$ cat config.mk
export PLATFORM = sky130hd
export DESIGN_NAME = strobe_ctl_bank
export DESIGN_NICKNAME = d
export VERILOG_FILES = /design/src/rtl/sc_pkg.sv /design/src/rtl/sc_bit_bank.sv /design/src/rtl/sc_rate_pick.sv /design/src/rtl/sc_vec_remap.sv /design/src/rtl/strobe_ctl_bank.sv
export SDC_FILE = /design/constraint.sdc
export NUM_CORES = 1
export LEC_CHECK = 0
export BUFFER_PORTS_ARGS = -buffer_cell sky130_fd_sc_hd__buf_4
export CORE_MARGIN = 1.5
export CORE_UTILIZATION = 39
export DETAILED_ROUTE_END_ITERATION = 8
export HOLD_SLACK_MARGIN = 0.05
export PLACE_DENSITY_LB_ADDON = 0.3
export SETUP_SLACK_MARGIN = 0.2
export SLEW_MARGIN = 20
export SYNTH_ARGS = -nofsm -noshare
export SYNTH_HDL_FRONTEND = slang
export SYNTH_SLANG_ARGS = --single-unit
$ cat constraint.sdc
create_clock -name clk -period 1.1 [get_ports clk]
set_input_delay 0.055 -clock clk [delete_from_list [all_inputs] [get_ports clk]]
set_output_delay 0.055 -clock clk [all_outputs]
set_load 0.05 [all_outputs]
$ cat src/rtl/sc_pkg.sv
package sc_pkg;

    localparam int ADDR_W   = 16;
    localparam int NBITS    = 16;
    localparam int IDX_W    = $clog2(NBITS);
    localparam int WIN_LSB  = IDX_W + 1;

    localparam logic [ADDR_W-1:0] WIN_BASE    = 16'hFFC0;
    localparam logic [ADDR_W-1:0] SLOW_IO_LO  = 16'hFF00;
    localparam int                SLOW_IO_LSB = 5;
    localparam logic [ADDR_W-1:0] VEC_LO      = 16'hFFF2;
    localparam int                VEC_DROP    = 14;
    localparam int                PAGE_SHIFT  = 9;

    typedef enum logic [1:0] {
        RATE_SLOW     = 2'd0,
        RATE_DUAL     = 2'd1,
        RATE_FAST     = 2'd2,
        RATE_FAST_ALT = 2'd3
    } rate_e;

    // Packed MSB-first so that bit k of the bank lines up with the strobe index k.
    typedef struct packed {
        logic       map_type;
        logic [1:0] mem_size;
        rate_e      rate;
        logic       page;
        logic [6:0] offset;
        logic [2:0] vmode;
    } ctl_t;

    function automatic logic in_window(input logic [ADDR_W-1:0] a);
        return a[ADDR_W-1:WIN_LSB] == WIN_BASE[ADDR_W-1:WIN_LSB];
    endfunction

    function automatic logic slow_region(input logic [ADDR_W-1:0] a);
        return (a[ADDR_W-1] == 1'b0) ||
               (a[ADDR_W-1:SLOW_IO_LSB] == SLOW_IO_LO[ADDR_W-1:SLOW_IO_LSB]);
    endfunction

    function automatic logic [ADDR_W-1:0] redirect(input logic [ADDR_W-1:0] a);
        logic [ADDR_W-1:0] r;
        r = a;
        if (a >= VEC_LO) r[VEC_DROP] = 1'b0;
        return r;
    endfunction

endpackage

$ cat src/rtl/sc_bit_bank.sv
module sc_bit_bank
    import sc_pkg::*;
(
    input  logic              clk,
    input  logic              rst,
    input  logic [ADDR_W-1:0] cpu_addr,
    input  logic              cpu_valid,
    input  logic              cpu_we,
    output logic [NBITS-1:0]  bits
);

    logic             strobe;
    logic [IDX_W-1:0] sel;
    logic             level;

    always_comb begin
        strobe = cpu_valid && cpu_we && in_window(cpu_addr);
        sel    = cpu_addr[IDX_W:1];
        level  = cpu_addr[0];
    end

    for (genvar k = 0; k < NBITS; k++) begin : g_bit
        always_ff @(posedge clk) begin
            if (rst)
                bits[k] <= 1'b0;
            else if (strobe && (sel == IDX_W'(k)))
                bits[k] <= level;
        end
    end

    assert_set_R2: assert property (@(posedge clk) disable iff (rst)
        (cpu_valid && cpu_we && in_window(cpu_addr) && cpu_addr[0])
            |=> bits[$past(cpu_addr[IDX_W:1])] == 1'b1);

    assert_clear_R3: assert property (@(posedge clk) disable iff (rst)
        (cpu_valid && cpu_we && in_window(cpu_addr) && !cpu_addr[0])
            |=> bits[$past(cpu_addr[IDX_W:1])] == 1'b0);

    assert_hold_R4: assert property (@(posedge clk) disable iff (rst)
        !(cpu_valid && cpu_we && in_window(cpu_addr)) |=> $stable(bits));

    assert_single_R10: assert property (@(posedge clk) disable iff (rst)
        (cpu_valid && cpu_we && in_window(cpu_addr))
            |=> $countones(bits ^ $past(bits)) <= 1);

endmodule

$ cat src/rtl/sc_rate_pick.sv
module sc_rate_pick
    import sc_pkg::*;
(
    input  rate_e             mode,
    input  logic [ADDR_W-1:0] cpu_addr,
    output logic              fast_sel
);

    always_comb begin
        unique case (mode)
            RATE_SLOW:     fast_sel = 1'b0;
            RATE_DUAL:     fast_sel = !slow_region(cpu_addr);
            RATE_FAST,
            RATE_FAST_ALT: fast_sel = 1'b1;
            default:       fast_sel = 1'b0;
        endcase
    end

endmodule

$ cat src/rtl/sc_vec_remap.sv
module sc_vec_remap
    import sc_pkg::*;
(
    input  logic [ADDR_W-1:0] cpu_addr,
    output logic [ADDR_W-1:0] mapped_addr
);

    always_comb mapped_addr = redirect(cpu_addr);

endmodule

$ cat src/rtl/strobe_ctl_bank.sv
module strobe_ctl_bank
    import sc_pkg::*;
(
    input  logic        clk,
    input  logic        rst,
    input  logic [15:0] cpu_addr,
    input  logic        cpu_valid,
    input  logic        cpu_we,
    output logic [2:0]  video_mode,
    output logic [6:0]  disp_offset,
    output logic [15:0] disp_base,
    output logic        page_sel,
    output logic [1:0]  rate_mode,
    output logic [1:0]  mem_size,
    output logic        map_type,
    output logic        fast_sel,
    output logic [15:0] mapped_addr
);

    logic [NBITS-1:0] bank;
    ctl_t             ctl;

    sc_bit_bank u_bank (
        .clk       (clk),
        .rst       (rst),
        .cpu_addr  (cpu_addr),
        .cpu_valid (cpu_valid),
        .cpu_we    (cpu_we),
        .bits      (bank)
    );

    always_comb begin
        ctl         = ctl_t'(bank);
        video_mode  = ctl.vmode;
        disp_offset = ctl.offset;
        disp_base   = {ctl.offset, {PAGE_SHIFT{1'b0}}};
        page_sel    = ctl.page;
        rate_mode   = ctl.rate;
        mem_size    = ctl.mem_size;
        map_type    = ctl.map_type;
    end

    sc_rate_pick u_rate (
        .mode     (ctl.rate),
        .cpu_addr (cpu_addr),
        .fast_sel (fast_sel)
    );

    sc_vec_remap u_remap (
        .cpu_addr    (cpu_addr),
        .mapped_addr (mapped_addr)
    );

    assert_fixed_slow_R6: assert property (@(posedge clk) disable iff (rst)
        (rate_mode == 2'd0) |-> !fast_sel);

    assert_fixed_fast_R7: assert property (@(posedge clk) disable iff (rst)
        rate_mode[1] |-> fast_sel);

    assert_low_half_slow_R8: assert property (@(posedge clk) disable iff (rst)
        (rate_mode == 2'd1 && !cpu_addr[15]) |-> !fast_sel);

    assert_vector_move_R9: assert property (@(posedge clk) disable iff (rst)
        (cpu_addr[15:4] == 12'hFFF && cpu_addr[3:0] >= 4'h2)
            |-> (mapped_addr[15:12] == 4'hB && mapped_addr[11:0] == cpu_addr[11:0]));

    assert_base_R5: assert property (@(posedge clk) disable iff (rst)
        disp_base[8:0] == 9'd0 && disp_base[15:9] == disp_offset);

endmodule

Word-level counts from Yosys, hierarchy flattened
Cells that the tools add are included.
{ "word_totals": {"regBits": 16, "input_bits": 20, "output_inout_bits": 49, "wordCells": 63} }
{ "classes": {"magnitude_cmp": 1, "n_eq_ne": 20, "muxes": 2, "bitwise": 1, "n_reduce_logical": 23} }
{ "op_table": {"columns": ["op", "count"], "rows": [
  ["equality test 4 bit, second input constant", 8],
  ["equality test 11 bit, second input constant", 2],
  ["logical AND 1 bit", 18],
  ["equality test 4 x 3 -> 1 bit, second input constant", 4],
  ["greater-or-equal comparator 16 bit, second input constant", 1],
  ["equality test 4 x 2 -> 1 bit, second input constant", 2],
  ["equality test 2 bit, second input constant", 2],
  ["equality test 4 x 1 -> 1 bit, second input constant", 1],
  ["logical NOT 4 bit", 1],
  ["case mux 1 bit (3 select lines)", 1],
  ["equality test 2 x 1 -> 1 bit, second input constant", 1],
  ["logical NOT 2 bit", 1],
  ["OR reduction 2 bit", 1],
  ["logical NOT 1 bit", 1],
  ["logical OR 1 bit", 1],
  ["two-way mux 1 bit", 1],
  ["NOT 1 bit", 1]
]} }

Longest topological paths before layout
{ "depth": {"depth_word": 4, "depth_mapped": 4, "mapped_depth_nobuf": 4} }

Hierarchy
Synthesis repeated with hierarchy kept, for this count alone.
{ "hier_totals": {"hier_cells": 125, "area_unflattened_um2": 1163.6} }
{ "by_module_without_submodules": {"columns": ["module", "instances", "cells_each", "area_per_inst_um2", "seq_area_each_um2"], "rows": [
  ["sc_bit_bank", 1, 83, 849.6, 320.3],
  ["sc_vec_remap", 1, 20, 147.6, 0.0],
  ["strobe_ctl_bank", 1, 17, 123.9, 0.0],
  ["sc_rate_pick", 1, 5, 42.5, 0.0]
]} }

Worst setup path before layout
OpenSTA, ideal clock, no wires.
{ "synth_timing": {"kind": "reg2out", "from": "reg u_bank.bits[11]", "to": "out fast_sel", "arrival_time_ns": 1.041, "required_time_ns": 1.045, "setup_slack_ns": 0.004, "path_stages_with_launch": 2, "path_buffers": 0, "path_cell_list": "dfxtp_1 a31o_2"} }
{ "synth_via": {"elab_chain_cells": 3, "elab_cells_between_ends": 6, "classes_between": "eq/ne: 3; mux: 1; reduce/logical: 2"} }
{ "synth_lines": {"columns": ["element", "line_no", "rtl"], "rows": [
  ["from (decl)", "sc_bit_bank.sv:9", "output logic [NBITS-1:0] bits"],
  ["from (signal, indexed assignment)", "sc_bit_bank.sv:27", "bits[k] <= level;"],
  ["equality test 2 bit", "sc_rate_pick.sv:10", "unique case (mode)"],
  ["OR reduction 2 bit", "sc_rate_pick.sv:10", null],
  ["case mux 1 bit (3 select lines) (*)", "sc_rate_pick.sv:10", null],
  ["to (decl)", "strobe_ctl_bank.sv:16", "output logic fast_sel,"]
]} }
Every way passes the cells marked *; elsewhere a longest branch is shown, timed or not.

Worst setup path after layout
Ends and elaborated chain as after synthesis.

==> flow_metrics.py <==
metrics = {
    "clocking": {
        "htree_levels": 1,
        "clk-insertion-delay-late_ns": 0.29,
        "clock_path_buffers": 2,
        "cts.sinks": 16,
        "cts_made_buffers": 3,
        "cts_tree": "yes",
        "root_buffer": "clkbuf_4",
        "clkTransAtPathRegs_ns": 0.10,
    },
    "synthesis": {
        "ys_types": 24,
        "seq_area_frac_synth_pct": 28.0,
        "synth_warnings": 0,
        "synth-seq-cells": 16,
        "syn_area_sq_um": 1140,
        "avgSynthCellArea_sq_um": 9.23,
        "postSynthCellCount": 124,
    },
    "detailed_routing": {
        "wl_per_cell_microns": 14.0,
        "vias": 1089,
        "viasPerCell": 5.04,
        "drc": 0,
        "drt_iter0_markers": 15,
        "drtPass1Iterations": 4,
        "totalWireLength_mm": 3.03,
        "ant_nets": 0,
    },
    "setup_path": {
        "path_max_fanout": 2,
        "crit_type": "reg -> out",
        "cpPeakStageDelay_ns": 0.34,
        "slowest_stage": "dfxtp_2",
        "arrival_ns": 0.99,
        "worstPathRequired_ns": 1.04,
        "crit_chain": "a31o_4 > buf_8",
        "startpoint_type": "register",
        "end_kind": "output pin",
        "crit_start": "u_bank.bits[11]$_SDFFE_PP0P_",
        "r2r_start": "u_bank.bits[12]$_SDFFE_PP0P_",
    },
    "finish": {
        "fill_cells": 221,
        "ff_latch_area_sq_um": 345,
        "largest_register_ff_count": 16,
        "area_delta_synth_final_pct": 67.4,
        "multi_input_area_sq_um": 693,
        "final_cell_mix": "buf_4 (47), buf_6 (26), nand3_1 (14), dfxtp_2 (14), a21bo_2 (11)",
        "layout.cells.non_filler": 216,
        "n_antenna_cell": 0,
        "largest_register": "u_bank.bits",
        "finish.utilization_pct": 68.9,
        "drive_gt1_share_pct": 72.4,
        "layout_commonest_cell": "buf_4",
        "nets": 206,
        "reg_top3": "u_bank.bits: 16 flops",
    },
    "sta": {
        "fin_ws_ns": 0.0508,
        "maxSlewViolCount": 0,
        "skew_ns": 0,
        "rsz0062_at_grt": "yes",
        "min_period_ns": 1.05,
        "worst_pin_slew_ns": 0.526,
        "maxSlewHeadroom_pct": 64.9,
        "fmax_mhz": 953,
        "fin_crit_sh_pct": 95.4,
        "setup-violations-final": 0,
        "fin_setup_tns_ns": 0,
        "hold_viol_final": 0,
    },
    "flow_run": {
        "cap_viol_max_count": 0,
    },
    "pwr": {
        "power_density_nw_per_um2": 748,
        "vdd_drop_max_uv": 840,
        "leakage_uw": 0.000896,
    },
    "grt": {
        "grt_overflow_total": 0,
        "antenna_found_initial": 0,
        "grt_start_max_net_pins": 15,
        "first_global_vias": 1017,
        "grt_usage_pct": 17.2,
        "grt_first_pass_wirelength_mm": 4.46,
    },
    "placement": {
        "io_buffers": 59,
        "dpl_worst_slack_ns": -0.134,
        "place_inst": 202,
        "routabilityCongestion": 0.727,
        "detailed_place_hpwl_mm": 2.01,
    },
    "die": {
        "core-area_sq_um": 2780,
        "start_util_pct": 41.2,
        "ioPinCount": 69,
        "fp.dieArea_sq_um": 3270,
        "die_w_microns": 57.2,
        "die_h_microns": 57.2,
        "rows": 19,
    },
    "status": {
        "status": "completed",
    },
    "worst_hold_path": {
        "hp-class": "in -> reg",
        "worstHoldStart": "cpu_addr[2]",
    },
}
## stage by stage
step | instance area [sq um] | hold WS [ns] | power, uW
floorplan | 1190 | 0.117 | 895
global placement | 1540 | 0.341 | 994
detailed placement | 1540 | 0.342 | 999
CTS | 1740 | 0.0549 | 1420
global route | 1920 | 0.0513 | 1480
finish | 1920 | 0.0275 | 1430
## Yosys cell counts (all sizes together)
cell type	number	area share, %
a21bo	12	10
a21oi	12	5.2
a31o	1	0.77
buf	33	21
clkbuf	2	0.66
conb	1	0.33
dfxtp	16	28
mux2i	4	3.5
nand2	1	0.33
nand2b	4	2.2
nand3	19	8.7
nand4	2	2.4
nand4b	3	3.6
nand4bb	1	0.98
nor2	4	1.3
nor2b	2	1.1
nor3	1	0.44
nor4	4	7.4
o31a	1	0.77
or2b	1	0.77
## cells by family (layout without fill, tap and decap cells)
| family | after synthesis | count (layout) | share of synthesized area (%) |
|---|---|---|---|
| buffers and inverters | 35 | 88 | 21.6 |
| DFF | 16 | 16 | 28.0 |
| and+or+nand+nor | 42 | 42 | 29.3 |
| muxes | 4 | 4 | 3.50 |
| other | 1 | 9 | 0.328 |
| AOI/OAI and AO/OA | 26 | 26 | 17.3 |
## metal layers
layer  global-route usage, %  share of wire, %
met5                       0                 0
met4                    6.98               2.3
met3                    2.27               5.2
met2                    33.0                54
met1                    18.9                38
## cell type report
type / count / area share (%)
repair buffers: 84 / 41.9
well taps: 31 / 2.02
clock buffers: 4 / 1.89
multi-input cells: 81 / 36.2
flip-flops and latches: 16 / 18.0
## worst paths after layout
path,depth (start not counted),end,slack (ns)
max,2,fast_sel,0.05
min,3,u_bank.bits[3]$_SDFFE_PP0P_,0.03
max reg2reg,3,u_bank.bits[12]$_SDFFE_PP0P_,0.24
min reg2reg,2,u_bank.bits[15]$_SDFFE_PP0P_,0.50
## critical path, delay by kind of cell, from the launching register on
| family | cells | cell delay [ns] |
|---|---|---|
| compound gates | 1 | 0.21 |
| buf+inv | 1 | 0.14 |
| flops | 1 | 0.34 |
## where the power goes
| part | leakage [uW] | internal (uW) | switching [uW] |
|---|---|---|---|
| combinational | 0.000738 | 164 | 298 |
| clock | 0.0000210 | 202 | 197 |
| sequential | 0.000138 | 573 | 0.00414 |
| total | 0.000896 | 939 | 495 |
## repair_timing
action | CTS | global route
setup buffers | 7 | 1
hold buffers | 1 | 1
setup endpoints to repair | 13 | 33
pin swaps | 6 | 8
hold endpoints to repair | 12 | 2
resized for setup | 25 | 39
(Power assumes the default switching activity.)
